===== config.mk =====
export PLATFORM = sky130hd
export DESIGN_NAME = vcopy_engine
export DESIGN_NICKNAME = d
export VERILOG_FILES = /design/src/rtl/vcopy_pkg.sv /design/src/rtl/vcopy_decode.sv /design/src/rtl/vcopy_linebuf.sv /design/src/rtl/vcopy_seq.sv /design/src/rtl/vcopy_agen.sv /design/src/rtl/vcopy_engine.sv
export SDC_FILE = /design/constraint.sdc
export NUM_CORES = 1
export LEC_CHECK = 0
export ABC_CLOCK_PERIOD_IN_PS = 5700
export BUFFER_PORTS_ARGS = -buffer_cell sky130_fd_sc_hd__buf_2
export CORE_MARGIN = 1
export CORE_UTILIZATION = 30
export CTS_BUF_LIST = sky130_fd_sc_hd__clkbuf_16
export DETAILED_ROUTE_END_ITERATION = 16
export PLACE_DENSITY = 0.53
export SYNTH_ARGS = -nofsm -noshare
export SYNTH_HDL_FRONTEND = slang
export SYNTH_SLANG_ARGS = --single-unit

===== constraint.sdc =====
create_clock -name clk -period 5.7 [get_ports clk]
set_input_delay 0.855 -clock clk [delete_from_list [all_inputs] [get_ports clk]]
set_output_delay 0.855 -clock clk [all_outputs]
set_load 0.05 [all_outputs]

===== src/rtl/vcopy_pkg.sv =====
package vcopy_pkg;
   typedef enum logic [2:0] {
      ST_IDLE,
      ST_READ,
      ST_WAIT,
      ST_WRITE,
      ST_DONE
   } vc_state_e;
endpackage


===== src/rtl/vcopy_decode.sv =====
module vcopy_decode #(
   parameter int X_BITS = 10,
   parameter int Y_BITS = 9
) (
   input  logic [31:0]       src_word,
   input  logic [31:0]       dst_word,
   input  logic [31:0]       size_word,
   input  logic              mask_en,
   output logic [X_BITS-1:0] sx,
   output logic [Y_BITS-1:0] sy,
   output logic [X_BITS-1:0] dx,
   output logic [Y_BITS-1:0] dy,
   output logic [X_BITS-1:0] wm1,
   output logic [Y_BITS-1:0] hm1,
   output logic              is_identity
);
   localparam int YLO = 16;

   assign sx  = src_word[X_BITS-1:0];
   assign sy  = src_word[YLO +: Y_BITS];
   assign dx  = dst_word[X_BITS-1:0];
   assign dy  = dst_word[YLO +: Y_BITS];
   // extent minus one, wrapping a zero field to the full range
   assign wm1 = size_word[X_BITS-1:0] - X_BITS'(1);
   assign hm1 = size_word[YLO +: Y_BITS] - Y_BITS'(1);

   // same corner and no forced bit means nothing would change
   assign is_identity = (sx == dx) && (sy == dy) && !mask_en;

   // bits outside the coordinate fields take no part
   logic unused_bits;
   assign unused_bits = ^{src_word[31:YLO+Y_BITS], src_word[YLO-1:X_BITS],
                          dst_word[31:YLO+Y_BITS], dst_word[YLO-1:X_BITS],
                          size_word[31:YLO+Y_BITS], size_word[YLO-1:X_BITS]};
endmodule


===== src/rtl/vcopy_linebuf.sv =====
module vcopy_linebuf #(
   parameter int DEPTH = 16,
   parameter int PIX_W = 16,
   localparam int IW   = $clog2(DEPTH)
) (
   input  logic             clk,
   input  logic             wr_en,
   input  logic [IW-1:0]    wr_idx,
   input  logic [PIX_W-1:0] wr_data,
   input  logic [IW-1:0]    rd_idx,
   output logic [PIX_W-1:0] rd_data
);
   logic [DEPTH*PIX_W-1:0] flat;

   for (genvar g = 0; g < DEPTH; g++) begin : g_ent
      logic [PIX_W-1:0] q;
      always_ff @(posedge clk) begin
         if (wr_en && (wr_idx == IW'(g))) begin
            q <= wr_data;
         end
      end
      assign flat[g*PIX_W +: PIX_W] = q;
   end

   assign rd_data = flat[int'(rd_idx)*PIX_W +: PIX_W];
endmodule


===== src/rtl/vcopy_seq.sv =====
module vcopy_seq
   import vcopy_pkg::*;
#(
   parameter int X_BITS = 10,
   parameter int Y_BITS = 9,
   parameter int CHUNK  = 16,
   localparam int IW    = $clog2(CHUNK),
   localparam int KW    = $clog2(CHUNK + 1),
   localparam int CW    = X_BITS + 1
) (
   input  logic              clk,
   input  logic              rst_n,
   input  logic              start,
   input  logic [X_BITS-1:0] in_sx,
   input  logic [Y_BITS-1:0] in_sy,
   input  logic [X_BITS-1:0] in_dx,
   input  logic [Y_BITS-1:0] in_dy,
   input  logic [X_BITS-1:0] in_wm1,
   input  logic [Y_BITS-1:0] in_hm1,
   input  logic              in_mask,
   input  logic              in_identity,
   output vc_state_e         state,
   output logic [X_BITS-1:0] sx_q,
   output logic [Y_BITS-1:0] sy_q,
   output logic [X_BITS-1:0] dx_q,
   output logic [Y_BITS-1:0] dy_q,
   output logic              mask_q,
   output logic [Y_BITS-1:0] row_q,
   output logic [X_BITS-1:0] col_lo,
   output logic [IW-1:0]     k_q,
   output logic              cap_en,
   output logic [IW-1:0]     cap_idx,
   output logic              busy,
   output logic              done
);
   vc_state_e         st_q;
   logic [X_BITS-1:0] wm1_q;
   logic [Y_BITS-1:0] hm1_q;
   logic [CW-1:0]     col_q;
   logic [CW-1:0]     rem;
   logic [KW-1:0]     clen;
   logic              last_k;
   logic              last_chunk;
   logic              last_row;

   // pixels left in the current row, and the length of this chunk
   assign rem        = {1'b0, wm1_q} - col_q + CW'(1);
   assign last_chunk = (rem <= CW'(CHUNK));
   assign clen       = last_chunk ? KW'(rem) : KW'(CHUNK);
   assign last_k     = (KW'(k_q) == (clen - KW'(1)));
   assign last_row   = (row_q == hm1_q);

   always_ff @(posedge clk or negedge rst_n) begin
      if (!rst_n) begin
         st_q    <= ST_IDLE;
         sx_q    <= '0;
         sy_q    <= '0;
         dx_q    <= '0;
         dy_q    <= '0;
         wm1_q   <= '0;
         hm1_q   <= '0;
         mask_q  <= 1'b0;
         row_q   <= '0;
         col_q   <= '0;
         k_q     <= '0;
         cap_en  <= 1'b0;
         cap_idx <= '0;
      end else begin
         // read data returns one cycle after the request
         cap_en  <= (st_q == ST_READ);
         cap_idx <= k_q;
         unique case (st_q)
            ST_IDLE: begin
               // requests are taken only from the idle state
               if (start) begin
                  sx_q   <= in_sx;
                  sy_q   <= in_sy;
                  dx_q   <= in_dx;
                  dy_q   <= in_dy;
                  wm1_q  <= in_wm1;
                  hm1_q  <= in_hm1;
                  mask_q <= in_mask;
                  row_q  <= '0;
                  col_q  <= '0;
                  k_q    <= '0;
                  st_q   <= in_identity ? ST_DONE : ST_READ;
               end
            end
            ST_READ: begin
               if (last_k) begin
                  k_q  <= '0;
                  st_q <= ST_WAIT;
               end else begin
                  k_q <= k_q + IW'(1);
               end
            end
            ST_WAIT: begin
               st_q <= ST_WRITE;
            end
            ST_WRITE: begin
               if (last_k) begin
                  k_q <= '0;
                  if (last_chunk) begin
                     col_q <= '0;
                     if (last_row) begin
                        st_q <= ST_DONE;
                     end else begin
                        // rows advance upward from the corner
                        row_q <= row_q + Y_BITS'(1);
                        st_q  <= ST_READ;
                     end
                  end else begin
                     col_q <= col_q + CW'(clen);
                     st_q  <= ST_READ;
                  end
               end else begin
                  k_q <= k_q + IW'(1);
               end
            end
            ST_DONE: begin
               st_q <= ST_IDLE;
            end
            default: begin
               st_q <= ST_IDLE;
            end
         endcase
      end
   end

   assign state  = st_q;
   assign col_lo = col_q[X_BITS-1:0];
   assign busy   = (st_q != ST_IDLE);
   assign done   = (st_q == ST_DONE);
endmodule


===== src/rtl/vcopy_agen.sv =====
module vcopy_agen
   import vcopy_pkg::*;
#(
   parameter int X_BITS = 10,
   parameter int Y_BITS = 9,
   parameter int CHUNK  = 16,
   parameter int PIX_W  = 16,
   localparam int IW    = $clog2(CHUNK),
   localparam int AW    = X_BITS + Y_BITS
) (
   input  vc_state_e         state,
   input  logic [X_BITS-1:0] sx,
   input  logic [Y_BITS-1:0] sy,
   input  logic [X_BITS-1:0] dx,
   input  logic [Y_BITS-1:0] dy,
   input  logic [Y_BITS-1:0] row,
   input  logic [X_BITS-1:0] col,
   input  logic [IW-1:0]     k,
   input  logic              mask,
   input  logic [PIX_W-1:0]  buf_data,
   output logic              mem_req,
   output logic              mem_we,
   output logic [AW-1:0]     mem_addr,
   output logic [PIX_W-1:0]  mem_wdata
);
   logic [X_BITS-1:0] xoff;
   logic [X_BITS-1:0] rx;
   logic [X_BITS-1:0] wx;
   logic [Y_BITS-1:0] ry;
   logic [Y_BITS-1:0] wy;

   // sums are kept at field width so they wrap at the frame edge
   assign xoff = col + X_BITS'(k);
   assign rx   = sx + xoff;
   assign wx   = dx + xoff;
   assign ry   = sy + row;
   assign wy   = dy + row;

   always_comb begin
      mem_req = (state == ST_READ) || (state == ST_WRITE);
      mem_we  = (state == ST_WRITE);
      // row-major address, row above column
      mem_addr = mem_we ? {wy, wx} : {ry, rx};
      // forced bit lands on the top bit of the pixel
      mem_wdata = buf_data | (PIX_W'(mask) << (PIX_W - 1));
   end
endmodule


===== src/rtl/vcopy_engine.sv =====
module vcopy_engine
   import vcopy_pkg::*;
#(
   parameter int X_BITS = 10,
   parameter int Y_BITS = 9,
   parameter int CHUNK  = 16,
   parameter int PIX_W  = 16,
   localparam int AW    = X_BITS + Y_BITS,
   localparam int IW    = $clog2(CHUNK)
) (
   input  logic             clk,
   input  logic             rst_n,
   input  logic             start,
   input  logic [31:0]      src_word,
   input  logic [31:0]      dst_word,
   input  logic [31:0]      size_word,
   input  logic             mask_en,
   output logic             busy,
   output logic             done,
   output logic             mem_req,
   output logic             mem_we,
   output logic [AW-1:0]    mem_addr,
   output logic [PIX_W-1:0] mem_wdata,
   input  logic [PIX_W-1:0] mem_rdata
);
   if (X_BITS < 1 || X_BITS > 15) begin : g_bad_x
      $error("vcopy_engine: X_BITS must lie in 1..15");
   end
   if (Y_BITS < 1 || Y_BITS > 15) begin : g_bad_y
      $error("vcopy_engine: Y_BITS must lie in 1..15");
   end
   if (CHUNK < 2 || CHUNK > (1 << X_BITS)) begin : g_bad_chunk
      $error("vcopy_engine: CHUNK must lie in 2..2**X_BITS");
   end
   if (PIX_W < 2) begin : g_bad_pix
      $error("vcopy_engine: PIX_W must be at least 2");
   end

   logic [X_BITS-1:0] d_sx, d_dx, d_wm1, q_sx, q_dx, q_col;
   logic [Y_BITS-1:0] d_sy, d_dy, d_hm1, q_sy, q_dy, q_row;
   logic              d_ident, q_mask, cap_en;
   logic [IW-1:0]     k_idx, cap_idx;
   logic [PIX_W-1:0]  buf_rd;
   vc_state_e         st;

   vcopy_decode #(.X_BITS(X_BITS), .Y_BITS(Y_BITS)) dec_i (
      .src_word    (src_word),
      .dst_word    (dst_word),
      .size_word   (size_word),
      .mask_en     (mask_en),
      .sx          (d_sx),
      .sy          (d_sy),
      .dx          (d_dx),
      .dy          (d_dy),
      .wm1         (d_wm1),
      .hm1         (d_hm1),
      .is_identity (d_ident)
   );

   vcopy_seq #(.X_BITS(X_BITS), .Y_BITS(Y_BITS), .CHUNK(CHUNK)) seq_i (
      .clk         (clk),
      .rst_n       (rst_n),
      .start       (start),
      .in_sx       (d_sx),
      .in_sy       (d_sy),
      .in_dx       (d_dx),
      .in_dy       (d_dy),
      .in_wm1      (d_wm1),
      .in_hm1      (d_hm1),
      .in_mask     (mask_en),
      .in_identity (d_ident),
      .state       (st),
      .sx_q        (q_sx),
      .sy_q        (q_sy),
      .dx_q        (q_dx),
      .dy_q        (q_dy),
      .mask_q      (q_mask),
      .row_q       (q_row),
      .col_lo      (q_col),
      .k_q         (k_idx),
      .cap_en      (cap_en),
      .cap_idx     (cap_idx),
      .busy        (busy),
      .done        (done)
   );

   // a chunk is held here between its reads and its writes
   vcopy_linebuf #(.DEPTH(CHUNK), .PIX_W(PIX_W)) lb_i (
      .clk     (clk),
      .wr_en   (cap_en),
      .wr_idx  (cap_idx),
      .wr_data (mem_rdata),
      .rd_idx  (k_idx),
      .rd_data (buf_rd)
   );

   vcopy_agen #(.X_BITS(X_BITS), .Y_BITS(Y_BITS), .CHUNK(CHUNK), .PIX_W(PIX_W)) agen_i (
      .state     (st),
      .sx        (q_sx),
      .sy        (q_sy),
      .dx        (q_dx),
      .dy        (q_dy),
      .row       (q_row),
      .col       (q_col),
      .k         (k_idx),
      .mask      (q_mask),
      .buf_data  (buf_rd),
      .mem_req   (mem_req),
      .mem_we    (mem_we),
      .mem_addr  (mem_addr),
      .mem_wdata (mem_wdata)
   );
endmodule


# After elaboration in Yosys (flattened, before gate mapping)
# Cells that the tools add are included.
# word_totals
elab_cells	125
input_bits	116
out_inout_bits	39
reg_bits	346
# op_classes
reduce_logical	31
shifts	1
order_cmp	1
add_sub_neg	13
n_bitwise	1
n_eq_ne	28
muxes	21
# op_table
cell	count
$shiftx 256x9->16	1
$mux 9	4
$mux 11	3
$eq 4x4->1 const B	8
$pmux 11 s2	1
$add 10x10->10	2
$mux 19	1
$add 9x9->9	2
$eq 9x9->1	2
$logic_and 1x1->1	18
$mux 3	6
$pmux 9 s2	1
$eq 4x3->1 const B	4
$or 16x16->16	1
$pmux 3 s4	1
$add 11x1->11 const B	1
$add 11x5->11	1
$le 11x5->1 const B	1
$sub 10x11->11	1
$add 10x4->10	1
$eq 10x10->1	1
$sub 10x1->10 const B	1
$add 9x1->9 const B	1
$sub 9x1->9 const B	1
other kinds (23)	32

# Depth between registers and ports, before layout
# Gate-level depths: netlist (run 1).
# depth
depth_word	8
mapped_depth	21
mapped_depth_nobuf	20

# Cells and area by module
# A second synthesis (run 1) with hierarchy kept.
# hier_totals
hier_cells	1262
area_unflattened_um2	16684.8
# by_module_without_submodules
module	cells_per_inst	seq_area_each_um2	area_each_um2	n_inst
vcopy_linebuf	416	7687.4	9759.4	1
vcopy_seq	551	2252.2	4842.1	1
vcopy_agen	187	0.0	1277.5	1
vcopy_decode	108	0.0	805.8	1

# Worst setup path after synthesis (run 1)
# No wires, ideal clock.
# synth_timing
path_type	reg-to-output
startpoint	reg seq_i.st_q[0] (netlist: seq_i.state[0])
endpoint	out mem_addr[9]
path_stages_with_launch	16
slack_ns	0.365
arrival_ns	4.480
n_path_buf	3
required_ns	4.845
cell_sequence	dfrtp_1 > nor2b_1 > clkbuf_1 > nand2_1 > clkbuf_1 > buf_1 > mux2_2 > ha_1 > a21o_1 > a21oi_1 > o21bai_1 > a21oi_1 > o21bai_1 > a21oi_1 > o21ai_0 > xnor2_1
# synth_via
elab_chain_len	2
# synth_lines
element	line	source
start: declaration	vcopy_seq.sv:36	vc_state_e st_q;
start signal: assignment	vcopy_seq.sv:86	st_q <= in_identity ? ST_DONE : ST_READ;
$eq 3x2->1	vcopy_agen.sv:41	mem_we = (state == ST_WRITE);
$mux 19	vcopy_agen.sv:43	mem_addr = mem_we ? {wy, wx} : {ry, rx};
end: declaration	vcopy_engine.sv:22	output logic [AW-1:0] mem_addr,
# No other way between the ends.

# Worst setup path after layout (run 1)
# layout_timing
startpoint	reg seq_i.col_q[0]
endpoint	reg seq_i.row_q[0]
# layout_via
elab_chain_len	8
elab_cells_between_ends	9
cone_classes	3 x add/sub; 1 x order compare; 3 x eq/ne; 1 x mux; 1 x reduce/logical
# layout_lines
element	line	source
start: declaration	vcopy_seq.sv:39	logic [CW-1:0] col_q;
start signal: assignment	vcopy_seq.sv:113	col_q <= col_q + CW'(clen);
$sub 10x11->11 *	vcopy_seq.sv:47	assign rem = {1'b0, wm1_q} - col_q + CW'(1);
$add 11x1->11 *	vcopy_seq.sv:47	
$le 11x5->1	vcopy_seq.sv:48	assign last_chunk = (rem <= CW'(CHUNK));
$mux 5	vcopy_seq.sv:49	assign clen = last_chunk ? KW'(rem) : KW'(CHUNK);
$sub 5x1->5	vcopy_seq.sv:50	assign last_k = (KW'(k_q) == (clen - KW'(1)));
$eq 4x5->1	vcopy_seq.sv:50	
$ne 2x1->1 (no line)	-	
$reduce_and 5->1 (no line) *	-	
end signal: assignment	vcopy_seq.sv:109	row_q <= row_q + Y_BITS'(1);
end: declaration	vcopy_seq.sv:28	output logic [Y_BITS-1:0] row_q,
# Mark *: on every way between the ends. The rest lies on a longest branch, timed or not.
# A chain may end at the register's enable or synchronous reset.

==> flow_summary.yaml, run 1 <==
grt:
  grt_overflow: 0
  grt_max_degree: 79
  first_global_vias: 9877
  antenna_found_initial: 2
  grt_use_total_pct: 14.29
  grt_pass1_wl_mm: 58.47
logic_synthesis:
  avgSynthCellArea_sq_um: 14.62
  synth-edff-count: 256
  mappedNetlistArea_sq_um: 15970
  yosysSeqAreaShare_pct: 62.24
  synthCells: 1092
  synth-main-ff-cell: "edfxtp_1"
  yosys_warnings: 0
  ys_seq_elements: 346
  syn-num-nets: 1261
  synth-async-reset-ratio_pct: 26.01
  synth.distinct_cells: 75
power:
  cellPowerDensity_nw_per_um2: 536.6
  p_leak_nw: 7.026
  max-vdd-ir-drop_v: 0.0004178
  power_mw: 10.06
detailed_routing:
  viasPerCell: 4.821
  wl_mm: 37.73
  dr_total_vias: 9416
  drc: 0
  drt-initial-drc-count: 557
  drt_first_pass_iters: 5
  wl_per_cell_um: 19.32
  final_antenna_net_count: 0
setup_path:
  endpoint: "seq_i.row_q[0]"
  crit_type: "reg2reg"
  worstReg2RegEnd: "seq_i.row_q[0]"
  arrival_ps: 5850
  max_stage_delay_ps: 480
  r2r_start: "seq_i.col_q[0]"
  crit_family: "simple AND/OR/NAND/NOR gates"
  cp-start-kind: "flip-flop"
  rrSetupSlack_ps: 300
  r2r_cells: 18
  worstPathCellList: "inv_1 -> ha_1 -> ha_1 -> fa_1 -> nand3_1 -> a21oi_1 -> or4_1 -> a221o_1 -> nor3_2 -> nand2_1 -> ha_1 -> or3b_1 -> xnor3_1 -> a2111o_1 -> nor3_1 -> or2_1 -> and2_1 -> mux2_1"
  crit_required_ps: 6150
  cp_slowest_cell: "or4_1"
  critPathMostFrequentCell: "ha_1"
  critical_path_depth: 18
  crit_path_max_fanout: 8
  endpoint_kind: "flip-flop"
  path_buf_inv: 1
  startpoint: "seq_i.col_q[0]"
sta:
  fin_crit_sh_pct: 94.70
  finalSetupViolCount: 0
  maxSlewHeadroom_pct: 29.74
  tightest_slew_ps: 1048
  worst_slack_ps: 302.2
  min_period_ps: 5398
  max_freq_mhz: 185.3
  slew_violations: 0
  finalHoldViolations: 0
  rsz0062_at_grt: "yes"
  finalClockSkew_ps: 34.27
  fin_setup_tns_ps: 0
clock_network:
  cts_tree: "built"
  path_clk_slew_ps: 60
  cts_resized: 0
  cts_buffer_depth: 3
  clock_sinks: 346
  cts_buffers: 39
  h-tree-depth: 2
  cts_root_buf: "clkbuf_16"
  insertion_delay_ps: 580
  cts_setup_buffers: 0
die:
  start_util_pct: 30.39
  dieArea_sq_um: 54160
  fp.dieH_um: 232.7
  fp-row-count: 84
  num_io_pins: 155
  die_w_um: 232.7
  core_area_sq_um: 52550
placed_design:
  port_buffers: 115
  placed_cells: 1883
  place_ws_ps: 355.4
  hpwlAfterDp_mm: 23.90
  gp_congestion: 0.8003
final_layout:
  seq_area_sq_um: 9946
  drive_above_1_share_pct: 26.80
  fillers: 5024
  nets: 1405
  diodes: 0
  multi_input_area_sq_um: 5788
  utilization_pct: 35.66
  final_cells: 1953
  synthToLayoutAreaGrowth_pct: 17.34
hold_path:
  hold_class: "in2async"
status:
  status: "finished clean"
job:
  drv_cap: 0
## area by class of cell
type / instances / share of cell area [%]
clock buffers: 39 / 5.208
well taps: 688 / 4.594
multi-input cells: 672 / 30.89
inverters: 32 / 0.6410
repair buffers: 145 / 4.287
clock inverters: 31 / 1.309
flip-flops and latches: 346 / 53.07
## sequential cells by signal (all words and copies together) (netlist names), 9 cells and up
| name | flops |
|---|---|
| seq_i.sx_q | 10 |
| seq_i.col_q | 11 |
| seq_i.sy_q | 9 |
| seq_i.wm1_q | 10 |
| lb_i.g_ent.q | 256 |
| seq_i.hm1_q | 9 |
| seq_i.dy_q | 9 |
| seq_i.row_q | 9 |
| seq_i.dx_q | 10 |
## synthesized netlist by cell type, types with 3 or more instances
cell type / number / share of area [%]
a21o_1: 6 / 0.28
a21oi_1: 24 / 0.75
a21oi_2: 3 / 0.16
a31oi_1: 7 / 0.27
and2_1: 5 / 0.20
and3_1: 4 / 0.16
buf_1: 14 / 0.33
clkbuf_1: 25 / 0.59
dfrtp_1: 90 / 14
edfxtp_1: 256 / 48
fa_1: 5 / 0.63
ha_1: 48 / 3.8
inv_1: 31 / 0.73
mux2_2: 17 / 1.2
mux2i_1: 4 / 0.25
mux4_2: 80 / 11
nand2_1: 173 / 4.1
nand2b_1: 7 / 0.27
nand3_1: 14 / 0.44
nand4_1: 9 / 0.35
nor2_1: 44 / 1.0
nor2b_1: 3 / 0.12
nor3_1: 17 / 0.53
nor4_1: 6 / 0.24
o211ai_1: 4 / 0.19
o21ai_0: 34 / 1.1
o21ai_2: 3 / 0.16
o21bai_1: 9 / 0.42
o31ai_1: 4 / 0.19
or3_1: 5 / 0.20
or4_1: 3 / 0.14
xnor2_1: 56 / 3.1
xor2_1: 26 / 1.4
## cells by family (layout without fill, tap and decap cells)
logic type      after synthesis  count (layout)  synth area share, %
flops                       346             346                62.24
simple gates                310             310                8.822
compound gates              123             123                5.163
mux                         103             103                12.90
xor+xnor                     83              83                4.638
buf+inv                      74             247                1.857
fa+ha+maj                    53              53                4.387
## where the power goes
part	leakage, nW	internal (mW)	switching [mW]	total (mW)
Clock	0.631	1.35	1.04	2.40
Sequential	3.46	3.16	0.248	3.41
Combinational	2.93	1.57	2.68	4.24
## through the flow
stage	area, sq um	hold slack [ps]
finish	18740	369.4
global route	18740	416.2
CTS	18740	380.8
detailed placement	17520	461.0
global placement	17520	451.4
floorplan	15970	403.6
## worst min path at each step
stage / slack (ps) / end / startpoint
finish: 370 / seq_i.sy_q[7] / rst_n
global route: 420 / seq_i.sy_q[7] / rst_n
CTS: 380 / seq_i.col_q[9] / rst_n
detailed placement: 460 / seq_i.sx_q[6] / seq_i.sx_q[6]
global placement: 450 / seq_i.sx_q[2] / seq_i.sx_q[2]
floorplan: 400 / seq_i.cap_idx[0] / seq_i.k_q[0]
## what timing repair did
item / in CTS / in global routing
hold endpoints to repair: 0 / 0
hold buffers: 0 / 0
setup endpoints to repair: 0 / 1
## per-layer routing
metal	routed length (um)	vias up	track usage (%)
met4	778	4	3.983
met1	16380	4707	18.21
met5	22	-	0
li1	-	4408	-
met2	18150	236	23.99
met3	2393	61	3.554
## cells in the final DEF, fill, tap and decap left out, drive strengths merged, types with 39 or more instances in the layout
cell type    n
edfxtp     256
nand2      173
buf        145
dfrtp       90
mux4        80
xnor2       56
ha          48
inv         45
nor2        44
o21ai       40
clkbuf      39
(Power assumes the default switching activity.)
==> run 2: changes to the inputs <==
--- a/config.mk
+++ b/config.mk
@@ -8,10 +8,11 @@
 export ABC_CLOCK_PERIOD_IN_PS = 5700
 export BUFFER_PORTS_ARGS = -buffer_cell sky130_fd_sc_hd__buf_2
 export CORE_MARGIN = 1
-export CORE_UTILIZATION = 30
+export CORE_UTILIZATION = 25
 export CTS_BUF_LIST = sky130_fd_sc_hd__clkbuf_16
+export CTS_CLUSTER_SIZE = 20
 export DETAILED_ROUTE_END_ITERATION = 16
-export PLACE_DENSITY = 0.53
+export PLACE_DENSITY = 0.47
 export SYNTH_ARGS = -nofsm -noshare
 export SYNTH_HDL_FRONTEND = slang
 export SYNTH_SLANG_ARGS = --single-unit
==> run 2 against run 1 <==
Compared with the run above:
- sequential share of layout area decreased by 0.94 points
- hold slack improved by 63 ps
- clock-buffer cell count increased by 3
- via count increased by 0.99%
- total power increased by 2.7%
- clock skew decreased by 25 ps
- critical path type unchanged
==> flow_summary.yaml, run 2 (synthesis gave the netlist of run 1 again) <==
job:
  drv_cap: 0
final_layout:
  reg_top3: "lb_i.g_ent.q (256), seq_i.col_q (11)"
  diodes: 0
  fillers: 6397
  synthToLayoutAreaGrowth_pct: 19.45
  final_common_cell: "edfxtp_1"
  seq_area_sq_um: 9946
  drive_above_1_share_pct: 27.56
  top_register: "lb_i.g_ent.q"
  largest_reg_flops: 256
  multi_input_area_sq_um: 5813
  layout_common_cells: "edfxtp_1 (256), nand2_1 (172), buf_2 (114)"
  nets: 1406
sta:
  maxSlewHeadroom_pct: 28.17
  max_freq_mhz: 189.4
  tightest_slew_ps: 1077
  rsz0062_at_grt: "no"
  fin_crit_sh_pct: 92.65
  slew_violations: 0
  finalHoldViolations: 0
  finalClockSkew_ps: 9.088
  hold_slack_ps: 432.7
  fin_setup_tns_ps: 0
  min_period_ps: 5281
  finalSetupViolCount: 0
clock_network:
  path_clk_slew_ps: 60
  postCtsHoldBufs: 0
  clock_sinks: 346
  insertion_delay_ps: 560
  cts_setup_buffers: 0
  cts_buffer_depth: 3
  cts_buffers: 41
  h-tree-depth: 2
  cts_tree: "built"
  cts_root_buf: "clkbuf_16"
power:
  cellPowerDensity_nw_per_um2: 541.5
  max-vdd-ir-drop_v: 0.0003098
  p_leak_nw: 7.059
setup_path:
  cp-start-kind: "flip-flop"
  endpoint_kind: "flip-flop"
  crit_required_ps: 6160
  rrSetupSlack_ps: 420
  arrival_ps: 5740
  cp_slowest_cell: "a211oi_2"
  critPathMostFrequentCell: "ha_1"
  r2r_cells: 18
  crit_type: "reg2reg"
  max_stage_delay_ps: 700
  crit_path_max_fanout: 12
  worstPathCellList: "inv_1 -> ha_1 -> ha_1 -> fa_1 -> nand3_1 -> a21oi_1 -> or4_1 -> a221o_1 -> nor3_2 -> nand2_1 -> ha_1 -> xor2_1 -> o21ai_0 -> nor3_1 -> o31a_2 -> a211oi_2 -> nor3_1 -> o31ai_1"
die:
  dieArea_sq_um: 64900
  die_w_um: 254.7
  num_io_pins: 155
  fp.dieH_um: 254.7
  fp-row-count: 92
  start_util_pct: 25.32
  core_area_sq_um: 63080
placed_design:
  hpwlAfterDp_mm: 25.41
  port_buffers: 115
  gp_congestion: 0.7798
grt:
  grt_pass1_wl_mm: 59.37
  first_global_vias: 9556
  grt_use_total_pct: 12.30
  antenna_found_initial: 4
  grt_overflow: 0
  grt_max_degree: 80
detailed_routing:
  wl_per_cell_um: 18.88
  drt-initial-drc-count: 601
  dr_total_vias: 9509
  viasPerCell: 4.494
  drt_first_pass_iters: 4
  wl_mm: 39.96
  drc: 0
  final_antenna_net_count: 0
hold_path:
  hold_class: "in2async"
status:
  status: "finished clean"
run 2: worst max-delay path, delay by kind of cell, from the launching register on:
family                     cells  cell delay (ps)
AOI/OAI and AO/OA              6             2010
xor gates and xnor gates       1              140
adders and majority gates      4             1180
buffers and inverters          1              120
DFF                            1              440
and+or+nand+nor                6             1300
run 2: per-stage QoR:
stage               cells  power (mW)  setup slack (ps)  cell area, sq um  utilization, %
floorplan            1092       6.661             365.4             15970               -
global placement     2040       7.786             371.8             17720           28.10
detailed placement   2040       7.833             294.4             17720           28.10
CTS                  2116       10.49             260.4             19070           30.22
global route         2116       10.93             6.506             19080           30.24
finish               2116       10.33             418.9             19080           30.24
run 2: routing by layer:
metal	part of all wire, %	global-route usage [%]	vias up
met1	47	16.99	4795
met3	5.7	2.766	68
li1	-	-	4414
met2	45	19.15	226
met4	2.1	3.747	6
met5	0.085	0	-
run 2: cell type report:
| class | instances | share of cell area (%) |
|---|---|---|
| sequential | 346 | 52.14 |
| multi-input combinational | 672 | 30.47 |
| tap | 846 | 5.549 |
| clock buffer | 42 | 5.510 |
| timing repair buffer | 144 | 4.172 |
| clock inverter | 34 | 1.528 |
| inverter | 32 | 0.6297 |
run 2: path summary, 6_finish.rpt:
check / from / endpoint
max reg2reg: seq_i.col_q[0] / seq_i.col_q[8]
max in group asynchronous: rst_n / seq_i.k_q[0]
min reg2reg: seq_i.dy_q[1] / seq_i.dy_q[1]
max: seq_i.col_q[0] / seq_i.col_q[8]
min in group clk: seq_i.dy_q[1] / seq_i.dy_q[1]
min: rst_n / seq_i.sy_q[4]
run 2: timing repair:
item / in CTS / in global routing
resized for setup: 0 / 2
hold endpoints to repair: 0 / 0
setup endpoints to repair: 0 / 5
run 2: power by group:
| group | switching, mW | leakage, nW | internal, mW | total (mW) |
|---|---|---|---|---|
| combinational | 2.72 | 2.93 | 1.57 | 4.29 |
| clock | 1.07 | 0.668 | 1.53 | 2.60 |
| sequential | 0.272 | 3.46 | 3.16 | 3.44 |
